### config.mk
export PLATFORM = sky130hd
export DESIGN_NAME = dot_decode
export DESIGN_NICKNAME = d
export VERILOG_FILES = /design/src/rtl/dot_decode_pkg.sv /design/src/rtl/dot_decode_match.sv /design/src/rtl/dot_decode_fields.sv /design/src/rtl/dot_decode.sv
export SDC_FILE = /design/constraint.sdc
export NUM_CORES = 1
export LEC_CHECK = 0
export CELL_PAD_IN_SITES_DETAIL_PLACEMENT = 0
export CELL_PAD_IN_SITES_GLOBAL_PLACEMENT = 2
export CORE_ASPECT_RATIO = 1.25
export CORE_MARGIN = 2
export CORE_UTILIZATION = 19
export DETAILED_ROUTE_END_ITERATION = 6
export PLACE_DENSITY = 0.78
export SLEW_MARGIN = 20
export SYNTH_ARGS = -nofsm -noshare
export SYNTH_HDL_FRONTEND = slang
export SYNTH_SLANG_ARGS = --single-unit
### constraint.sdc
create_clock -name clk -period 1.9 [get_ports clk]
set_input_delay 0.38 -clock clk [delete_from_list [all_inputs] [get_ports clk]]
set_output_delay 0.38 -clock clk [all_outputs]
set_load 0.005 [all_outputs]
### src/rtl/dot_decode_pkg.sv
package dot_decode_pkg;

    localparam int INSTR_W   = 32;
    localparam int REG_W     = 5;
    localparam int IDX_W     = 2;
    localparam int SIZE_W    = 2;
    localparam int NUM_FORMS = 2;
    localparam int FORM_VEC  = 0;
    localparam int FORM_ELEM = 1;

    // Fixed-bit patterns of each encoding; bits 30:29 stay free (select).
    localparam logic [INSTR_W-1:0] VEC_MASK   = 32'h9F20_FC00;
    localparam logic [INSTR_W-1:0] VEC_VALUE  = 32'h0E00_9400;
    localparam logic [INSTR_W-1:0] ELEM_MASK  = 32'h9F00_F400;
    localparam logic [INSTR_W-1:0] ELEM_VALUE = 32'h0F00_E000;

    typedef struct packed {
        logic              ok;
        logic              undef;
        logic              uns;
        logic              wide;
        logic              by_elem;
        logic [REG_W-1:0]  rd;
        logic [REG_W-1:0]  rn;
        logic [REG_W-1:0]  rm;
        logic [IDX_W-1:0]  idx;
        logic [SIZE_W-1:0] size;
    } dec_t;

    typedef struct packed {
        logic vld;
        dec_t dec;
    } state_t;

    function automatic logic [INSTR_W-1:0] form_mask(input int f);
        return (f == FORM_ELEM) ? ELEM_MASK : VEC_MASK;
    endfunction

    function automatic logic [INSTR_W-1:0] form_value(input int f);
        return (f == FORM_ELEM) ? ELEM_VALUE : VEC_VALUE;
    endfunction

endpackage

### src/rtl/dot_decode_match.sv
module dot_decode_match #(
    parameter int             W     = 32,
    parameter logic [W-1:0]   MASK  = '0,
    parameter logic [W-1:0]   VALUE = '0
) (
    input  logic [W-1:0] word_i,
    output logic         hit_o
);

    logic [W-1:0] masked;

    always_comb begin
        masked = word_i & MASK;
        hit_o  = (masked == VALUE);
    end

endmodule

### src/rtl/dot_decode_fields.sv
module dot_decode_fields
    import dot_decode_pkg::*;
(
    input  logic [INSTR_W-1:0] word_i,
    output logic [REG_W-1:0]   rd_o,
    output logic [REG_W-1:0]   rn_o,
    output logic [REG_W-1:0]   rm_vec_o,
    output logic [REG_W-1:0]   rm_elem_o,
    output logic [IDX_W-1:0]   idx_elem_o,
    output logic [SIZE_W-1:0]  size_o,
    output logic               uns_o,
    output logic               wide_o
);

    // Select pair: width bit above, unsigned bit below.
    logic [1:0] sel;

    always_comb begin
        sel        = word_i[30:29];
        wide_o     = sel[1];
        uns_o      = sel[0];
        rd_o       = word_i[4:0];
        rn_o       = word_i[9:5];
        size_o     = word_i[23:22];
        rm_vec_o   = word_i[20:16];
        // Indexed form: high register bit and index bits are scattered.
        rm_elem_o  = {word_i[20], word_i[19:16]};
        idx_elem_o = {word_i[11], word_i[21]};
    end

endmodule

### src/rtl/dot_decode.sv
module dot_decode
    import dot_decode_pkg::*;
(
    input  logic               clk,
    input  logic               rst_n,
    input  logic               in_vld,
    input  logic [INSTR_W-1:0] instr_i,
    input  logic               feat_en_i,
    output logic               out_vld_o,
    output logic               dot_ok_o,
    output logic               undef_o,
    output logic               uns_o,
    output logic               wide_o,
    output logic               by_elem_o,
    output logic [REG_W-1:0]   rd_o,
    output logic [REG_W-1:0]   rn_o,
    output logic [REG_W-1:0]   rm_o,
    output logic [IDX_W-1:0]   idx_o,
    output logic [SIZE_W-1:0]  size_o,
    output logic               cap_o
);

    logic [NUM_FORMS-1:0] hit;

    for (genvar f = 0; f < NUM_FORMS; f++) begin : g_form
        dot_decode_match #(
            .W     (INSTR_W),
            .MASK  (form_mask(f)),
            .VALUE (form_value(f))
        ) match_i (
            .word_i (instr_i),
            .hit_o  (hit[f])
        );
    end

    logic [REG_W-1:0]  f_rd, f_rn, f_rm_vec, f_rm_elem;
    logic [IDX_W-1:0]  f_idx;
    logic [SIZE_W-1:0] f_size;
    logic              f_uns, f_wide;

    dot_decode_fields fields_i (
        .word_i     (instr_i),
        .rd_o       (f_rd),
        .rn_o       (f_rn),
        .rm_vec_o   (f_rm_vec),
        .rm_elem_o  (f_rm_elem),
        .idx_elem_o (f_idx),
        .size_o     (f_size),
        .uns_o      (f_uns),
        .wide_o     (f_wide)
    );

    state_t state_d, state_q;
    dec_t   nxt;

    always_comb begin
        nxt = '0;
        if ((|hit) && feat_en_i) begin
            nxt.ok      = 1'b1;
            nxt.uns     = f_uns;
            nxt.wide    = f_wide;
            nxt.by_elem = hit[FORM_ELEM];
            nxt.rd      = f_rd;
            nxt.rn      = f_rn;
            nxt.size    = f_size;
            nxt.rm      = hit[FORM_ELEM] ? f_rm_elem : f_rm_vec;
            nxt.idx     = hit[FORM_ELEM] ? f_idx : '0;
        end else begin
            nxt.undef   = 1'b1;
        end
        state_d.vld = in_vld;
        state_d.dec = in_vld ? nxt : state_q.dec;
    end

    always_ff @(posedge clk) begin
        if (!rst_n) begin
            state_q <= '0;
        end else begin
            state_q <= state_d;
        end
    end

    assign out_vld_o = state_q.vld;
    assign dot_ok_o  = state_q.dec.ok;
    assign undef_o   = state_q.dec.undef;
    assign uns_o     = state_q.dec.uns;
    assign wide_o    = state_q.dec.wide;
    assign by_elem_o = state_q.dec.by_elem;
    assign rd_o      = state_q.dec.rd;
    assign rn_o      = state_q.dec.rn;
    assign rm_o      = state_q.dec.rm;
    assign idx_o     = state_q.dec.idx;
    assign size_o    = state_q.dec.size;
    assign cap_o     = feat_en_i;

endmodule

Word-level counts from Yosys, hierarchy flattened
Cells that the tools add are included.
{"block": "totals", "reg_bits": 25, "inputBits": 36, "out_inout_bits": 26}
{"block": "classes", "eq_ne": 2, "muxes": 4, "n_reduce_logical": 2}
{"op": "two-way mux 22 bit", "count": 1}
{"op": "== test 13 x 11 -> 1 bit, second input constant", "count": 1}
{"op": "== test 11 x 9 -> 1 bit, second input constant", "count": 1}
{"op": "two-way mux 1 bit", "count": 2}
{"op": "two-way mux 2 bit", "count": 1}
{"op": "OR reduction 2 bit", "count": 1}
{"op": "logical AND 1 bit", "count": 1}

Longest topological paths before layout
Gate-level depths: netlist of run 1.
{"block": "depth", "depth_word": 4, "depth_mapped": 5, "depth_no_buf": 4}

Modules after synthesis
Synthesis of run 1 repeated with hierarchy kept, for this count alone.
{"block": "hier_totals", "hier_cells": 146, "area_unflattened_um2": 1330.0}
{"module": "dot_decode", "n_inst": 1, "cells_each": 111, "area_per_inst_um2": 1054.8, "seq_area_each_um2": 500.5}
{"module": "dot_decode_fields", "n_inst": 1, "cells_each": 26, "area_per_inst_um2": 195.2, "seq_area_each_um2": 0.0}
{"module": "dot_decode_match (g_form[0].match_i)", "n_inst": 1, "cells_each": 5, "area_per_inst_um2": 42.5, "seq_area_each_um2": 0.0}
{"module": "dot_decode_match (g_form[1].match_i)", "n_inst": 1, "cells_each": 4, "area_per_inst_um2": 37.5, "seq_area_each_um2": 0.0}

Worst setup path after synthesis of run 1
Ideal clock, no wire load.
{"block": "synth_path", "kind": "input -> register", "startpoint": "input instr_i[31]", "endpoint": "register state_q, in the netlist rd_o[2]", "arrival_time_ns": 1.373, "t_required_ns": 1.843, "slack_ns": 0.470, "cell_stages": 5, "cell_sequence": "nand4bb_1 -> or2_4 -> a211oi_2 -> buf_6 -> a22o_2"}
{"block": "synth_via", "elab_chain_len": 4}
{"element": "from (decl)", "line_no": "dot_decode.sv:7", "text": "input logic [INSTR_W-1:0] instr_i,"}
{"element": "== test 13 x 11 -> 1 bit or == test 11 x 9 -> 1 bit (tied branches)", "line_no": "dot_decode_match.sv:14", "text": "hit_o = (masked == VALUE);"}
{"element": "OR reduction 2 bit (*)", "line_no": "dot_decode.sv:58", "text": "if ((|hit) && feat_en_i) begin"}
{"element": "logical AND 1 bit (*)", "line_no": "dot_decode.sv:58"}
{"element": "two-way mux 22 bit (*)", "line_no": "dot_decode.sv:58"}
{"element": "to (signal assigned)", "line_no": "dot_decode.sv:79", "text": "state_q <= state_d;"}
{"element": "to (decl)", "line_no": "dot_decode.sv:53", "text": "state_t state_d, state_q;"}
Every way passes the cells marked *; elsewhere a longest branch is shown, timed or not.
A chain may end at the register's enable or synchronous reset.

Worst setup path in the final report of run 1
{"block": "layout_path", "startpoint": "input feat_en_i", "endpoint": "output cap_o"}
{"element": "from (decl)", "line_no": "dot_decode.sv:8", "text": "input logic feat_en_i,"}
{"element": "to (decl)", "line_no": "dot_decode.sv:20", "text": "output logic cap_o"}
No word-level cell between the ends.

==> results.yml, run 1 <==
logic_synthesis:
  ys_warn_count: 0
  synth_edf_count: 0
  yosys_register_bits: 25
  synthCells: 72
  async_flop_share_pct: 0
  synth_top_area_share_pct: 55.9
  syn_area_per_cell_um2: 12.4
  synth_seq_area_share_pct: 55.9
  ys.flop_type: "dfxtp_1"
  synth_cell_types: 23
  yosysMostFrequentCell: "dfxtp_1"
  synth_area_leaders: "dfxtp_1 56%, a22o_2 19%, a22o_1 3.9%"
  synth_fp_nets: 108
  synthesis.area_um2: 895
  synthTopCellsByCount: "25 x dfxtp_1, 17 x a22o_2, 4 x a22o_1"
  synth_top_area_cell: "dfxtp_1"
setup_path:
  crit_arrival_ps: 1480
  max_stage_delay_ps: 500
  cpMaxStageDelayCell: "clkdlybuf4s50_1"
  path_max_fanout: 2
  path_class: "input port to primary output"
  startpoint: "feat_en_i"
  worstPathRequired_ps: 1520
  cpMostUsedCell: "clkdlybuf4s50_1"
  endpoint_kind: "primary output"
  cp-start-kind: "input port"
  cp_cell_sequence: "clkdlybuf4s50_1 -> buf_4 -> clkdlybuf4s50_1"
  r2r-start: "rm_o[1]"
detailed_routing:
  drc: 0
  drt_iter0_markers: 8
  vias_per_cell: 4.24
  routed-via-count: 832
  wl_um: 2590
  wire_per_inst_um: 13.2
  antenna_left: 0
  dr.pass1.iters: 4
clock_tree:
  cts.clk_slew.worst_paths_ps: 80
  cts_sinks: 25
  clock_tree.root_cell: "clkbuf_8"
  clk_path_buf_depth: 2
  worstSkewPairLatency_ps: 260
  numCtsBuffers: 3
  cts_resized: 0
  hold_buffers: 0
  cts_tree: "done"
  htree_levels: 1
  cts_setup_buffers: 0
timing:
  relSlewSlack_pct: 40.4
  fin_crit_sh_pct: 97.6
  drv_slew: 0
  worstMarginPinSlew_ps: 890
  fin_skew_ps: 0
  grt_setup_unrepaired: "no"
  fmax_ghz: 0.539
  finalHoldViolCount: 0
  setup_viol: 0
  post-route-min-period_ps: 1860
placement:
  io_buffers: 61
  dp.cells: 192
  place_area_um2: 1590
  gp_congestion: 0.693
  place_hpwl_um: 2050
min_path:
  worstHoldPathType: "register to register"
  min_from: "dot_ok_o"
power_and_ir_drop:
  ir_worst_vdd_mv: 0.196
  intPower_uw: 754
  power.density_nw_per_um2: 579
  p_switching_uw: 191
  sequentialPowerShare_pct: 55.8
  power_frac_comb_pct: 11.5
  pwr-share-clk_pct: 32.7
  swShare_pct: 20.2
  total_leakage_power_nw: 0.604
die:
  io-pin-count: 62
  die_area_um2: 5280
  initial_core_util_pct: 20.1
  coreArea_um2: 4460
  rows: 27
  die_h_um: 80.7
  die_w_um: 65.4
run:
  drv_cap: 0
finish:
  layout-drive-gt1-share_pct: 22.5
  fin_area_um2: 1630
  final_cells: 196
  diodes: 0
  nets: 175
  area_growth_pct: 82.5
global_route:
  grtUsageTotal_pct: 9.79
  grt_first_pass_wirelength_um: 4030
  grt_pass1_vias: 867
  antenna_found_initial: 0
  grt_max_degree: 23
  globalRouteOverflowTotal: 0
outcome:
  outcome: "complete, no violations"
power groups by stage:
stage / Combinational, mW / Clock, mW / Sequential (mW)
floorplan: 0.0178 / 0 / 0.540
global placement: 0.108 / 0 / 0.539
detailed placement: 0.109 / 0 / 0.539
CTS: 0.110 / 0.320 / 0.527
global route: 0.116 / 0.347 / 0.528
finish: 0.109 / 0.309 / 0.527
registers in the layout, summed over array words and instances, names as in the netlist, 2 cells and up:
register / cells
idx_o: 2
size_o: 2
rd_o: 5
rn_o: 5
rm_o: 5
metrics by stage:
step	hold slack [ps]	TNS [ps]	worst slack [ps]	total power, mW	utilization [%]
2_1_floorplan	451	0	470	0.557	-
3_3_place_gp	438	-836	-64.0	0.647	35.6
3_5_place_dp	457	-1770	-108	0.649	35.6
4_1_cts	479	0	42.8	0.957	36.6
5_1_grt	507	0	32.1	0.990	36.6
6_report	465	0	44.8	0.945	36.6
final cells by class:
class,instances,area [µm²]
clock buffer,4,45.0
fill,473,2830
inverter,1,3.75
multi-input combinational,41,355
sequential,25,500
tap,58,72.6
timing repair buffer,67,656
logic make-up after synthesis:
group	count (synthesis)	share of synthesized area, %
buffers and inverters	6	4.62
flip-flops	25	55.9
AO/OA/AOI/OAI	27	27.7
AND/OR/NAND/NOR	14	11.7
path summary, 6_finish.rpt:
check	end	slack, ps	cells after the start
max	cap_o	40	3
min	dot_ok_o	460	1
max reg2reg	rm_o[1]	1250	1
min reg2reg	dot_ok_o	460	1
critical path: cells and delay by family:
| kind | cells | cell delay [ps] |
|---|---|---|
| buffers and inverters | 3 | 1090 |
routing by layer:
metal | track usage, % | wire, µm
met5 | 0 | 0
met4 | 3.13 | 18
met3 | 2.94 | 239
met2 | 17.8 | 1320
met1 | 10.8 | 1010
placed cells by master (no fill, tap or decap), types with 2 or more instances in the layout:
master	instances
clkdlybuf4s50_1	61
a22o_2	17
nor2_1	2
a22o_1	4
nand4bb_1	2
nand2_1	2
buf_4	6
clkbuf_8	3
dfxtp_1	25
a21oi_1	2
No activity file was read; power rests on OpenSTA's default activity.
==> run 2: changes to the inputs <==
- CORE_MARGIN: 2 -> 3
- TNS_END_PERCENT: unset -> 100
==> run 2 against run 1 <==
Effect of this change:
- clock power hardly changed
- clock skew is the same
- fmax rose by 6.7%
- register-to-register slack hardly changed
- count of clock-buffer cells in the layout decreased by 1
- die area rose by 5.6%
- sequential power barely moved
- largest power group unchanged
==> results.yml, run 2 (synthesized netlist as in run 1, its figures left out) <==
setup_path:
  cpMaxStageDelayCell: "clkdlybuf4s50_1"
  crit_arrival_ps: 1360
  cp-start-kind: "input port"
  cp.depth: 2
  startpoint: "feat_en_i"
  worstReg2RegEnd: "rn_o[1]"
  worstPathRequired_ps: 1520
  path_delay_family: "buffers and inverters"
  r2r-start: "rn_o[1]"
  cp_num_buf_inv: 2
  cp-endpoint: "cap_o"
  max_stage_delay_ps: 500
  r2r_cells: 1
  reg2reg_slack_ps: 1240
  path_max_fanout: 2
  path_class: "input port to primary output"
  endpoint_kind: "primary output"
  cp_cell_sequence: "clkdlybuf4s50_1 -> clkdlybuf4s50_1"
  cpMostUsedCell: "clkdlybuf4s50_1"
timing:
  fin_crit_sh_pct: 91.5
  post-route-min-period_ps: 1740
  finalHoldViolCount: 0
  setup_viol: 0
  grt_setup_unrepaired: "no"
  worstMarginPinSlew_ps: 916
  drv_slew: 0
  fmax_ghz: 0.575
  relSlewSlack_pct: 38.7
  fin_skew_ps: 0
global_route:
  grt_max_degree: 23
  globalRouteOverflowTotal: 0
  grt_first_pass_wirelength_um: 4130
  grtUsageTotal_pct: 9.88
  antenna_found_initial: 0
  grt_pass1_vias: 912
die:
  die_h_um: 82.7
  die_area_um2: 5570
  die_w_um: 67.4
  io-pin-count: 62
  coreArea_um2: 4460
  initial_core_util_pct: 20.1
  rows: 27
placement:
  gp_congestion: 0.643
  io_buffers: 61
  place_hpwl_um: 2050
detailed_routing:
  wire_per_inst_um: 13.3
  routed-via-count: 827
  drc: 0
  drt_iter0_markers: 8
  dr.pass1.iters: 4
  antenna_left: 0
  vias_per_cell: 4.22
  wl_um: 2610
finish:
  fillers: 446
  layout-drive-gt1-share_pct: 23.2
  final_cell_mix: "61 x clkdlybuf4s50_1, 25 x dfxtp_1, 17 x a22o_2"
  ff_latch_area_um2: 500
  multi_input_area_um2: 355
  nets: 175
  area_growth_pct: 84.1
  utilization_pct: 36.9
  mostFrequentLayoutCell: "clkdlybuf4s50_1"
  diodes: 0
min_path:
  worstHoldPathType: "register to register"
clock_tree:
  clock_tree.root_cell: "clkbuf_8"
  numCtsBuffers: 3
  cts.clk_slew.worst_paths_ps: 80
  worstSkewPairLatency_ps: 270
  cts_sinks: 25
  htree_levels: 1
  hold_buffers: 0
  cts_tree: "done"
  clk_path_buf_depth: 2
  cts_resized: 0
  cts_setup_buffers: 0
power_and_ir_drop:
  ir_worst_vdd_mv: 0.216
  finalPower_uw: 946
  power.density_nw_per_um2: 574
  total_leakage_power_nw: 0.608
run:
  drv_cap: 0
outcome:
  outcome: "complete, no violations"
-- run 2: area by class of cell --
class,count,area share (%)
well taps,58,4.41
inverters,1,0.228
clock buffers,3,2.51
clock inverters,1,0.304
flip-flops and latches,25,30.4
repair buffers,67,40.6
multi-input cells,41,21.6
-- run 2: how the worst min path moves through the flow --
stage / startpoint / endpoint / depth (start not counted)
after floorplan: dot_ok_o / dot_ok_o / 1
final: dot_ok_o / dot_ok_o / 1
after CTS: dot_ok_o / dot_ok_o / 1
after global routing: dot_ok_o / dot_ok_o / 1
after global placement: dot_ok_o / dot_ok_o / 1
after detailed placement: dot_ok_o / dot_ok_o / 1
-- run 2: stage by stage --
| stage | hold slack (ps) | cells | TNS (ps) | worst slack (ps) | area, µm² |
|---|---|---|---|---|---|
| after detailed placement | 452 | 192 | -2040 | -113 | 1600 |
| after global routing | 505 | 196 | 0 | 52.4 | 1650 |
| after floorplan | 451 | 72 | 0 | 470 | 895 |
| after CTS | 474 | 196 | 0 | 155 | 1650 |
| final | 470 | 196 | 0 | 162 | 1650 |
| after global placement | 439 | 192 | -590 | -31.9 | 1600 |
-- run 2: where the power goes --
part | switching (mW) | internal, mW
combinational | 0.0304 | 0.0777
sequential | 0.000945 | 0.526
clock | 0.164 | 0.146
-- run 2: per-layer routing --
| layer | vias up | global-route usage, % | wire length (µm) |
|---|---|---|---|
| li1 | 409 | - | - |
| met1 | 377 | 10.1 | 975 |
| met2 | 39 | 17.8 | 1350 |
| met3 | 2 | 4.06 | 273 |
| met4 | 0 | 3.65 | 12 |
| met5 | - | 0 | 0 |
==> run 3: changes to the inputs <==
- CORE_UTILIZATION: 19 -> 20
- CTS_BUF_LIST: unset -> sky130_fd_sc_hd__clkbuf_4
- GPL_TIMING_DRIVEN: unset -> 0
- PLACE_DENSITY: 0.78 -> 0.81
==> run 3 against run 2 <==
Effect of this change:
- clock power shrank 24%
- combinational power about the same
- utilization increased by 1.3 points
- register-to-register slack about the same
- sequential share of layout area increased by 0.83 points
- sequential power barely moved
- clock skew unchanged
- critical endpoint unchanged
- highest routed layer unchanged
==> results.yml, run 3 (synthesized netlist as in run 1, its figures left out) <==
power_and_ir_drop:
  pwr-share-clk_pct: 27.2
  finalPower_uw: 871
  sequentialPowerShare_pct: 60.6
  swShare_pct: 21.7
  ir_worst_vdd_mv: 0.330
  power.density_nw_per_um2: 544
  total_leakage_power_nw: 0.589
  power_frac_comb_pct: 12.2
  p_switching_uw: 189
  intPower_uw: 683
setup_path:
  cp_cell_sequence: "clkdlybuf4s50_1 -> buf_4 -> clkdlybuf4s50_1"
  worstPathRequired_ps: 1520
  path_max_fanout: 2
  max_stage_delay_ps: 490
  cpMaxStageDelayCell: "clkdlybuf4s50_1"
  endpoint_kind: "primary output"
  cpMostUsedCell: "clkdlybuf4s50_1"
  crit_arrival_ps: 1460
  cp-start-kind: "input port"
  path_class: "input port to primary output"
clock_tree:
  cts_resized: 0
  cts_tree: "done"
  cts_sinks: 25
  clock_tree.root_cell: "clkbuf_4"
  cts.clk_slew.worst_paths_ps: 140
  clk_path_buf_depth: 2
  numCtsBuffers: 3
  cts_setup_buffers: 0
  worstSkewPairLatency_ps: 310
  htree_levels: 1
  hold_buffers: 0
placement:
  place_area_um2: 1580
  io_buffers: 61
  gp_congestion: 0.645
  pre_cts_ws_ps: -128
  place_hpwl_um: 2070
outcome:
  outcome: "complete, no violations"
detailed_routing:
  routed-via-count: 828
  drt_iter0_markers: 10
  drc: 0
  antenna_left: 0
  vias_per_cell: 4.29
  wire_per_inst_um: 13.4
  wl_um: 2580
  dr.pass1.iters: 4
finish:
  nets: 174
  multi_input_area_um2: 353
  utilization_pct: 38.2
  area_growth_pct: 79.2
  mostFrequentLayoutCell: "clkdlybuf4s50_1"
  final_cell_mix: "61 x clkdlybuf4s50_1, 25 x dfxtp_1, 17 x a22o_2"
  fillers: 425
  layout-drive-gt1-share_pct: 20.4
  ff_latch_area_um2: 500
  diodes: 0
  fin_area_um2: 1600
timing:
  fin_hold_ws_ps: 473
  relSlewSlack_pct: 68.0
  fin_skew_ps: 0
  fin_crit_sh_pct: 96.7
  setup_viol: 0
  drv_slew: 0
  grt_setup_unrepaired: "no"
  post-route-min-period_ps: 1840
  worst_slack_ps: 62.4
  worstMarginPinSlew_ps: 480
  finalHoldViolCount: 0
  fmax_ghz: 0.544
min_path:
  worstHoldPathType: "register to register"
global_route:
  grt_first_pass_wirelength_um: 3980
  antenna_found_initial: 0
  grtUsageTotal_pct: 9.84
  grt_max_degree: 15
  globalRouteOverflowTotal: 0
  grt_pass1_vias: 858
die:
  coreArea_um2: 4200
  rows: 26
  initial_core_util_pct: 21.3
  die_area_um2: 5320
  io-pin-count: 62
  die_w_um: 65.8
  die_h_um: 80.8
run:
  drv_cap: 0
## run 3: routing by layer
layer	share of wire, %	track usage [%]
met5	0	0
met4	0.70	4.36
met3	7.0	3.18
met2	51	16.5
met1	42	11.3
## run 3: power groups by stage
stage	clock network, mW	registers (mW)	logic [mW]
finish	0.237	0.528	0.107
global route	0.269	0.529	0.114
CTS	0.246	0.528	0.108
detailed placement	0	0.539	0.107
global placement	0	0.539	0.107
floorplan	0	0.540	0.0178
## run 3: stage by stage
| step | std cells | TNS [ps] |
|---|---|---|
| 4_1_cts | 193 | 0 |
| 5_1_grt | 193 | 0 |
| 3_5_place_dp | 189 | -2330 |
| 6_report | 193 | 0 |
| 2_1_floorplan | 72 | 0 |
| 3_3_place_gp | 189 | -1750 |
## run 3: area by class of cell
| cell class | count | share of cell area (%) |
|---|---|---|
| Clock inverter | 1 | 0.312 |
| Timing Repair Buffer | 61 | 38.1 |
| Tap cell | 56 | 4.37 |
| Multi-Input combinational cell | 41 | 22.0 |
| Clock buffer | 3 | 1.41 |
| Sequential cell | 25 | 31.2 |
| Buffer | 5 | 2.34 |
| Inverter | 1 | 0.234 |
## run 3: worst max-delay path: cells and delay by family
family                 cells  cell delay, ps
buffers and inverters      3            1080
## run 3: path summary, 6_finish.rpt
path	from	end	slack, ps	cells after the start
worst min register to register	dot_ok_o	dot_ok_o	470	1
worst max register to register	rm_o[1]	rm_o[1]	1230	1
worst max-delay path	feat_en_i	cap_o	60	3
worst min-delay path	dot_ok_o	dot_ok_o	470	1
